`config.mk`:
```
export PLATFORM = sky130hd
export DESIGN_NAME = dual_prec_dot_lane
export DESIGN_NICKNAME = d
export VERILOG_FILES = /design/src/rtl/dpl_pkg.sv /design/src/rtl/dpl_mult.sv /design/src/rtl/dpl_split_add.sv /design/src/rtl/dpl_adder_tree.sv /design/src/rtl/dual_prec_dot_lane.sv
export SDC_FILE = /design/constraint.sdc
export NUM_CORES = 2
export LEC_CHECK = 0
export BUFFER_PORTS_ARGS = -buffer_cell sky130_fd_sc_hd__buf_4
export CORE_MARGIN = 2
export CORE_UTILIZATION = 45
export CTS_BUF_LIST = sky130_fd_sc_hd__clkbuf_4
export DETAILED_ROUTE_END_ITERATION = 7
export GPL_ROUTABILITY_DRIVEN = 1
export SYNTH_ARGS = -nofsm -noshare
export SYNTH_HDL_FRONTEND = slang
export SYNTH_SLANG_ARGS = --single-unit
```
`constraint.sdc`:
```
create_clock -name clk_i -period 9.8 [get_ports clk_i]
set_clock_uncertainty 0.15 [all_clocks]
set_input_delay 0.98 -clock clk_i [delete_from_list [all_inputs] [get_ports clk_i]]
set_output_delay 0.98 -clock clk_i [all_outputs]
set_load 0.03 [all_outputs]
```
`src/rtl/dpl_pkg.sv`:
```
package dpl_pkg;
  typedef enum logic {
    PREC_FULL = 1'b0,
    PREC_HALF = 1'b1
  } prec_e;
endpackage

```
`src/rtl/dpl_mult.sv`:
```
module dpl_mult #(
  parameter int ACT_W  = 8,
  parameter int WGT_W  = 8,
  parameter int SUM_HW = 16
) (
  input  logic [ACT_W-1:0]    act_i,
  input  logic [WGT_W-1:0]    wgt_i,
  input  logic                half_i,
  output logic [2*SUM_HW-1:0] word_o
);
  localparam int HW   = WGT_W / 2;
  localparam int PL_W = ACT_W + HW + 1;
  localparam int PH_W = ACT_W + HW;
  localparam int FP_W = ACT_W + WGT_W;
  localparam int LW   = 2 * SUM_HW;

  logic signed [HW:0]      lo_x;
  logic signed [PL_W-1:0]  p_lo;
  logic signed [PH_W-1:0]  p_hi;
  logic signed [FP_W-1:0]  p_full;

  always_comb begin
    // low nibble: signed weight in half mode, unsigned partial in full mode
    lo_x   = {half_i & wgt_i[HW-1], wgt_i[HW-1:0]};
    p_lo   = PL_W'($signed(act_i)) * PL_W'(lo_x);
    p_hi   = PH_W'($signed(act_i)) * PH_W'($signed(wgt_i[WGT_W-1:HW]));
    p_full = (FP_W'(p_hi) <<< HW) + FP_W'(p_lo);
    if (half_i) word_o = {SUM_HW'(p_hi), SUM_HW'(p_lo)};
    else        word_o = LW'(p_full);
  end
endmodule

```
`src/rtl/dpl_split_add.sv`:
```
module dpl_split_add #(
  parameter int H = 16
) (
  input  logic [2*H-1:0] a_i,
  input  logic [2*H-1:0] b_i,
  input  logic           full_i,
  output logic [2*H-1:0] sum_o
);
  logic [H:0]   lo;
  logic [H-1:0] hi;
  logic         c;

  always_comb begin
    lo    = {1'b0, a_i[H-1:0]} + {1'b0, b_i[H-1:0]};
    c     = full_i & lo[H];
    hi    = a_i[2*H-1:H] + b_i[2*H-1:H] + H'(c);
    sum_o = {hi, lo[H-1:0]};
  end
endmodule

```
`src/rtl/dpl_adder_tree.sv`:
```
module dpl_adder_tree #(
  parameter int N_LANES = 16,
  parameter int SUM_HW  = 16
) (
  input  logic [2*SUM_HW-1:0] words_i [N_LANES],
  input  logic                full_i,
  output logic [2*SUM_HW-1:0] sum_o
);
  localparam int LW    = 2 * SUM_HW;
  localparam int NODES = 2 * N_LANES - 1;

  // heap layout: node 0 is root, leaves at N_LANES-1 .. NODES-1
  logic [LW-1:0] node [NODES];

  for (genvar i = 0; i < N_LANES; i++) begin : g_leaf
    assign node[N_LANES-1+i] = words_i[i];
  end

  for (genvar i = 0; i < N_LANES - 1; i++) begin : g_add
    dpl_split_add #(.H(SUM_HW)) u_add (
      .a_i   (node[2*i+1]),
      .b_i   (node[2*i+2]),
      .full_i(full_i),
      .sum_o (node[i])
    );
  end

  assign sum_o = node[0];
endmodule

```
`src/rtl/dual_prec_dot_lane.sv`:
```
module dual_prec_dot_lane
  import dpl_pkg::*;
#(
  parameter int N_LANES = 16,
  parameter int ACT_W   = 8,
  parameter int WGT_W   = 8,
  parameter int SUM_HW  = ACT_W + WGT_W / 2 + $clog2(N_LANES),
  parameter int LW      = 2 * SUM_HW
) (
  input  logic                     clk_i,
  input  logic                     rst_ni,
  input  logic                     valid_i,
  input  logic                     half_i,
  input  logic [N_LANES*ACT_W-1:0] act_i,
  input  logic [N_LANES*WGT_W-1:0] wgt_i,
  output logic                     valid_o,
  output logic                     half_o,
  output logic [LW-1:0]            sum_a_o,
  output logic [SUM_HW-1:0]        sum_b_o
);
  logic [LW-1:0] prod_w [N_LANES];
  logic [LW-1:0] s1_word [N_LANES];
  logic          s1_valid;
  prec_e         s1_prec;
  logic [LW-1:0] root;
  logic [LW-1:0] sum_a_d;
  logic [SUM_HW-1:0] sum_b_d;

  for (genvar k = 0; k < N_LANES; k++) begin : g_lane
    dpl_mult #(.ACT_W(ACT_W), .WGT_W(WGT_W), .SUM_HW(SUM_HW)) u_mult (
      .act_i (act_i[k*ACT_W +: ACT_W]),
      .wgt_i (wgt_i[k*WGT_W +: WGT_W]),
      .half_i(half_i),
      .word_o(prod_w[k])
    );
  end

  // stage 1: products with their precision tag
  always_ff @(posedge clk_i or negedge rst_ni) begin
    if (!rst_ni) begin
      s1_valid <= 1'b0;
      s1_prec  <= PREC_FULL;
      for (int k = 0; k < N_LANES; k++) s1_word[k] <= '0;
    end else begin
      s1_valid <= valid_i;
      if (valid_i) begin
        s1_prec <= prec_e'(half_i);
        for (int k = 0; k < N_LANES; k++) s1_word[k] <= prod_w[k];
      end
    end
  end

  dpl_adder_tree #(.N_LANES(N_LANES), .SUM_HW(SUM_HW)) u_tree (
    .words_i(s1_word),
    .full_i (s1_prec == PREC_FULL),
    .sum_o  (root)
  );

  always_comb begin
    if (s1_prec == PREC_HALF) begin
      sum_a_d = LW'($signed(root[SUM_HW-1:0]));
      sum_b_d = root[LW-1:SUM_HW];
    end else begin
      sum_a_d = root;
      sum_b_d = '0;
    end
  end

  // stage 2: result registers, held between results
  always_ff @(posedge clk_i or negedge rst_ni) begin
    if (!rst_ni) begin
      valid_o <= 1'b0;
      half_o  <= 1'b0;
      sum_a_o <= '0;
      sum_b_o <= '0;
    end else begin
      valid_o <= s1_valid;
      if (s1_valid) begin
        half_o  <= (s1_prec == PREC_HALF);
        sum_a_o <= sum_a_d;
        sum_b_o <= sum_b_d;
      end
    end
  end
endmodule

```
# Yosys cells after proc, flatten, opt, wreduce, memory -nomap -nowiden
# Index checks and enable logic that the tools add are counted.
# W data, S select, Z words.
# classes
n_bitwise,32
n_mul,32
n_mux,18
addsub,61
# op_table
operator,count
$mux W32,17
$add A16 B13 Y16,16
$add A16 B16 Y17,15
$add A16 B1 Y16,15
$add A16 B16 Y16,15
$mul A8 B5 Y13,16
$mul A8 B4 Y12,16
$and A1 B1 Y1,31
$mux W16,1
$not A1 Y1,1
# totals
register_bits,564
output_inout_bits,50
wordCells,165
input_bits,260

# Longest topological paths before layout
# logic_depth
depth_word,10
ltp_mapped,48
depth_no_buf,48

# By module
# Synthesis repeated with hierarchy kept, for this count alone.
# unflattened
cells_unflattened,10694
area_unflattened_um2,98771.0
# by_module_without_submodules
mod,instances,cells_per_inst,area_per_inst_um2,seq_area_each_um2
dpl_mult (g_lane[0].u_mult ...),10,435,3462.1,0.0
dual_prec_dot_lane,1,1263,23065.9,14113.5
dpl_split_add,15,167,1352.5,0.0
dpl_mult (g_lane[7].u_mult ...),3,426,3483.3,0.0
dpl_mult (g_lane[4].u_mult),1,428,3454.6,0.0
dpl_mult (g_lane[5].u_mult),1,433,3450.8,0.0
dpl_mult (g_lane[6].u_mult),1,437,3440.8,0.0

# Least setup slack after synthesis
# Ideal clock, no wire load.
# synth_timing
path_type,flip-flop to flip-flop
start,register s1_word[384] in the netlist's numbering
end,register sum_a_o[26]
arrival_ps,9823
n_path_buf,0
synth_period_minus_slack_ps,10043
slack_ps,-243
setup_ps,70
required_ps,9580
stages_incl_launch_ff,44
path_cell_list,dfrtp_1 -> ha_1 -> fa_1 -> a21o_1 -> a21oi_1 -> o21bai_1 -> a21oi_1 -> o21bai_1 -> a21oi_1 -> xnor2_1 -> ha_1 -> a2111o_1 -> or2_2 -> a31oi_1 -> xnor2_1 -> ha_1 -> nand2_1 -> o21ai_0 -> [8 not listed] -> a21oi_1 -> nor2_1 -> a21oi_1 -> fa_1 -> fa_1 -> fa_1 -> fa_1 -> fa_1 -> fa_1 -> fa_1 -> nand2b_1 -> a21oi_1 -> o21ai_0 -> a21oi_1 -> a21oi_1 -> o21ai_0 -> mux2_2 -> nand3_1
# synth_between
elab_chain_cells,10
word_cells_on_any_way,16
cone_classes,add/sub: 11; mux: 1; bitwise: 4
# synth_lines
item,line,rtl
start: declaration,dual_prec_dot_lane.sv:22,logic [LW-1:0] s1_word [N_LANES];
$add A16 B16 Y17 *,dpl_split_add.sv:14,"lo = {1'b0, a_i[H-1:0]} + {1'b0, b_i[H-1:0]};"
$and A1 B1 Y1,dpl_split_add.sv:15,c = full_i & lo[H];
$add A16 B1 Y16,dpl_split_add.sv:16,hi = a_i[2*H-1:H] + b_i[2*H-1:H] + H'(c);
$add A16 B16 Y16,dpl_split_add.sv:16,
$add A16 B1 Y16,dpl_split_add.sv:16,
$add A16 B16 Y16,dpl_split_add.sv:16,
$add A16 B1 Y16,dpl_split_add.sv:16,
$add A16 B16 Y16,dpl_split_add.sv:16,
$add A16 B1 Y16,dpl_split_add.sv:16,
$mux W32 *,dual_prec_dot_lane.sv:60,if (s1_prec == PREC_HALF) begin
end signal: assignment,dual_prec_dot_lane.sv:80,sum_a_o <= sum_a_d;
end: declaration,dual_prec_dot_lane.sv:18,"output logic [LW-1:0] sum_a_o,"
# Every way passes the cells marked *; elsewhere a longest branch is shown, timed or not.
# A chain may end at the register's enable or synchronous reset.

# Worst setup path in the final report
# layout_timing
start,register s1_word[416] in the netlist's numbering
end,register sum_a_o[30]
# The elaborated chain is that of the path after synthesis.

==> key figures <==
Worst setup path
  – Crit path kind: flop to flop
  – Startpoint types: flop
  – Critical Path Slowest Stage Cell: fa_1
  – Crit-path max cell delay: 0.52 ns
  – Worst reg2reg setup slack: -0.25 ns
  – R2R cell count: 43
  – Required time of the critical path: 10.72 ns
  – Crit. End Element: flop
  – Data arrival time of the worst path: 10.96 ns
  – FF-to-FF End: sum_a_o[30]
  – CP most frequent cell: fa_1
  – CP max FO: 4
  – R2r startpoint: s1_word[416]

STA
  – Worst hold slack: 0.116 ns
  – Tmin final: 10.05 ns
  – Final Hold Viols: 0
  – # setup viols final: 19
  – Setup TNS: -2.58 ns
  – RSZ-0062 raised after global routing: true
  – Slew Limit Headroom: 27.9%
  – Fmax: around 0.1 GHz
  – Final setup margin: -0.246 ns
  – Worst-margin pin slew: 1.07 ns
  – Final Max Tran Viols: 0
  – Fin crit share: 103%

Yosys
  – Synth warn: 0
  – Syn Area/Cell: a little under 9 sq um
  – Synth area leader: fa_1
  – Synth cell types: 76
  – Number of synthesized register bits: 500
  – Top cell type's share of synthesized area: 22.2%
  – Post-Synthesis Cell Area: just over 80000 sq um
  – Area contributors post-synth: fa_1 (22%), ha_1 (17%), dfrtp_1 (15%)
  – Async S/R FF share, synth: 100%
  – Sequential element share of the synthesized area: 15.3%
  – Mapped Cells: 9223
  – Net Count, Synth: 11500
  – Number of synthesized flops with an enable pin: 0
  – Ys flop type: dfrtp_1

Finish
  – Multi-input gate area: 64300 sq um
  – Final instance area: 92300 sq um
  – Fin util: 51.1%
  – Layout area overhead: 12.9%
  – Fill count: 17200
  – FF+latch area: 12500 sq um
  – # nets final: between 10000 and 15000
  – Share of layout cells above drive strength 1: 12.9%

Place
  – I/O Buffers: 309
  – Hpwl dp: 191 mm
  – GP Congestion: 0.925
  – Placement Cell Area: 89600 sq um

Route
  – Vias per cell: 5.37
  – Drt drc: 0
  – Antenna Nets Post-Route: 0
  – Detailed-route via count: 66600
  – WL final: approximately 230 mm
  – First DRT Iteration DRCs: 4062
  – Wire per inst: 18.7 um
  – 1st-pass router iterations: 5

CTS
  – Cts bufs inserted: 150
  – Clock Latency Late Sink: around 1.2 ns
  – CTS tree: built
  – Clk buf depth: 3
  – H-tree Lvls: 4
  – Clk slew on worst S/H paths: 0.06 ns
  – CTS sink count: 500
  – Root buffer cell: clkbuf_4

Run
  – # Max-Cap Violations: 0

Die
  – I/O pin count: 310
  – Die height: roughly 430 um
  – Core area: 181000 sq um
  – FP Rows: 156
  – Initial Util: about 45%
  – Die Span X: 430 um
  – Die ar.: 185000 sq um

Min path
  – Worst Hold Class: input pin to flop
  – Hold path depth: 3
  – Hold worst-path end: s1_word[320]
  – Hold Path Origin: wgt_i[40]

Status
  – Outcome: finished with violations
  – Failing checks: setup timing

GRT
  – Pin count of the biggest net entering global routing: 174
  – Number of antenna violations at the first check in global routing: 4
  – Total gr overflow: 0
  – First-pass GRT wire length: 372 mm
  – Vias in the first global route: 67400
  – GRT Overall Usage: ~25%
## cell usage after synthesis (11+ instances only)
| cell | n |
|---|---|
| a21o_1 | 165 |
| o221ai_1 | 16 |
| o31a_1 | 15 |
| nand2b_1 | 216 |
| o41a_1 | 11 |
| nand2_1 | 863 |
| ha_1 | 1086 |
| nand3_1 | 226 |
| inv_1 | 1185 |
| a31oi_1 | 95 |
| xor2_1 | 175 |
| o41ai_1 | 44 |
| o311ai_0 | 23 |
| o211ai_1 | 92 |
| o21bai_1 | 30 |
| o21ai_0 | 318 |
| and2_1 | 405 |
| or2_2 | 117 |
| dfrtp_1 | 500 |
| a211oi_1 | 67 |
| fa_1 | 908 |
| a21boi_0 | 11 |
| xnor3_1 | 16 |
| nor2_1 | 626 |
| a21oi_1 | 500 |
| mux2i_1 | 27 |
| o21a_1 | 190 |
| o31ai_1 | 56 |
| clkbuf_1 | 226 |
| xnor2_1 | 508 |
| o2bb2ai_1 | 20 |
| o22a_1 | 14 |
| or4_1 | 17 |
| or3_1 | 11 |
| nor3_1 | 105 |
| a41oi_1 | 15 |
| nor2b_1 | 110 |
| o2111a_1 | 11 |
| mux2_2 | 65 |
## timing repair
action,4_1_cts,5_1_grt
endpoints found under the setup margin,26,30
hold buffers,19,0
gates resized for setup,49,62
cloned,0,0
hold endpoints to repair,114,0
buffers inserted,9,8
pin swaps,22,32
## layer usage
metal  vias to the layer above  global-route usage (%)  routed length, um
met5                         -                       0                  0
met4                         0                    6.60               5460
met3                       232                    3.71              11300
met2                      1380                    40.2             105000
met1                     32800                    35.9             110000
li1                      32200                       -                  -
## registers in the layout (all words and copies together), names as in the netlist
signal / flops
half_o: 1
s1_prec: 1
s1_valid: 1
s1_word: 448
sum_a_o: 32
sum_b_o: 16
valid_o: 1
## how the worst max path moves through the flow
stage                  from     endpoint  slack [ns]  cells after the start
2_1_floorplan  s1_word[384]  sum_a_o[26]       0.004                     43
3_3_place_gp     s1_word[0]  sum_a_o[30]       -0.65                     44
3_5_place_dp     s1_word[0]  sum_a_o[30]       -0.75                     44
4_1_cts        s1_word[416]  sum_a_o[30]       -0.27                     45
5_1_grt        s1_word[416]  sum_a_o[30]       -0.67                     43
6_report       s1_word[416]  sum_a_o[30]       -0.25                     43
## kinds of logic (layout without fill, tap and decap cells)
| logic type | after synthesis | count (layout) | synth area share [%] |
|---|---|---|---|
| xor+xnor | 707 | 707 | 7.92 |
| buf+inv | 1427 | 2234 | 6.57 |
| other cells | 0 | 6 | 0 |
| fa+ha+maj | 1994 | 1994 | 38.8 |
| mux | 92 | 92 | 1.23 |
| flops | 500 | 500 | 15.3 |
| compound gates | 1754 | 1754 | 14.0 |
| simple gates | 2749 | 2749 | 16.1 |
## final cells by class
| class | count | share of cell area (%) |
|---|---|---|
| multi-input combinational | 7296 | 69.7 |
| sequential | 500 | 13.6 |
| timing repair buffer | 796 | 6.61 |
| inverter | 1187 | 4.83 |
| tap | 2370 | 3.21 |
| clock buffer | 212 | 1.72 |
| clock inverter | 39 | 0.335 |
| antenna | 6 | 0.0163 |
## critical path: cells and delay by family, from the launching register on
family	cells	cell delay (ns)
fa+ha+maj	12	4.57
compound gates	19	3.13
simple gates	6	0.76
xor+xnor	4	0.71
flops	1	0.40
buf+inv	2	0.27
## metrics by stage
stage	cells	setup slack [ns]
global placement	12100	-0.655
floorplan	9223	0.00449
CTS	12400	-0.270
finish	12400	-0.246
detailed placement	12100	-0.747
global route	12400	-0.671
## layout by cell type (no fill, tap or decap), drive strengths merged, types with 65 or more instances in the layout
cell    netlist  layout
nor3        105     105
buf          14     777
inv        1185    1187
nand2b      217     217
nand3       235     235
ha         1086    1086
and2        405     405
a31oi        95      95
mux2         65      65
xnor2       516     516
clkbuf      226     212
nor2        626     626
a21o        165     165
o21ai       319     319
o21a        190     190
o211ai       92      92
dfrtp       500     500
fa          908     908
nand2       863     863
xor2        175     175
or2         117     117
a211oi       68      68
nor2b       110     110
a21oi       500     500
Power is left out: the tool's default activity adds up to more than one toggle a clock period on the data nets, which glitch-free logic cannot reach.
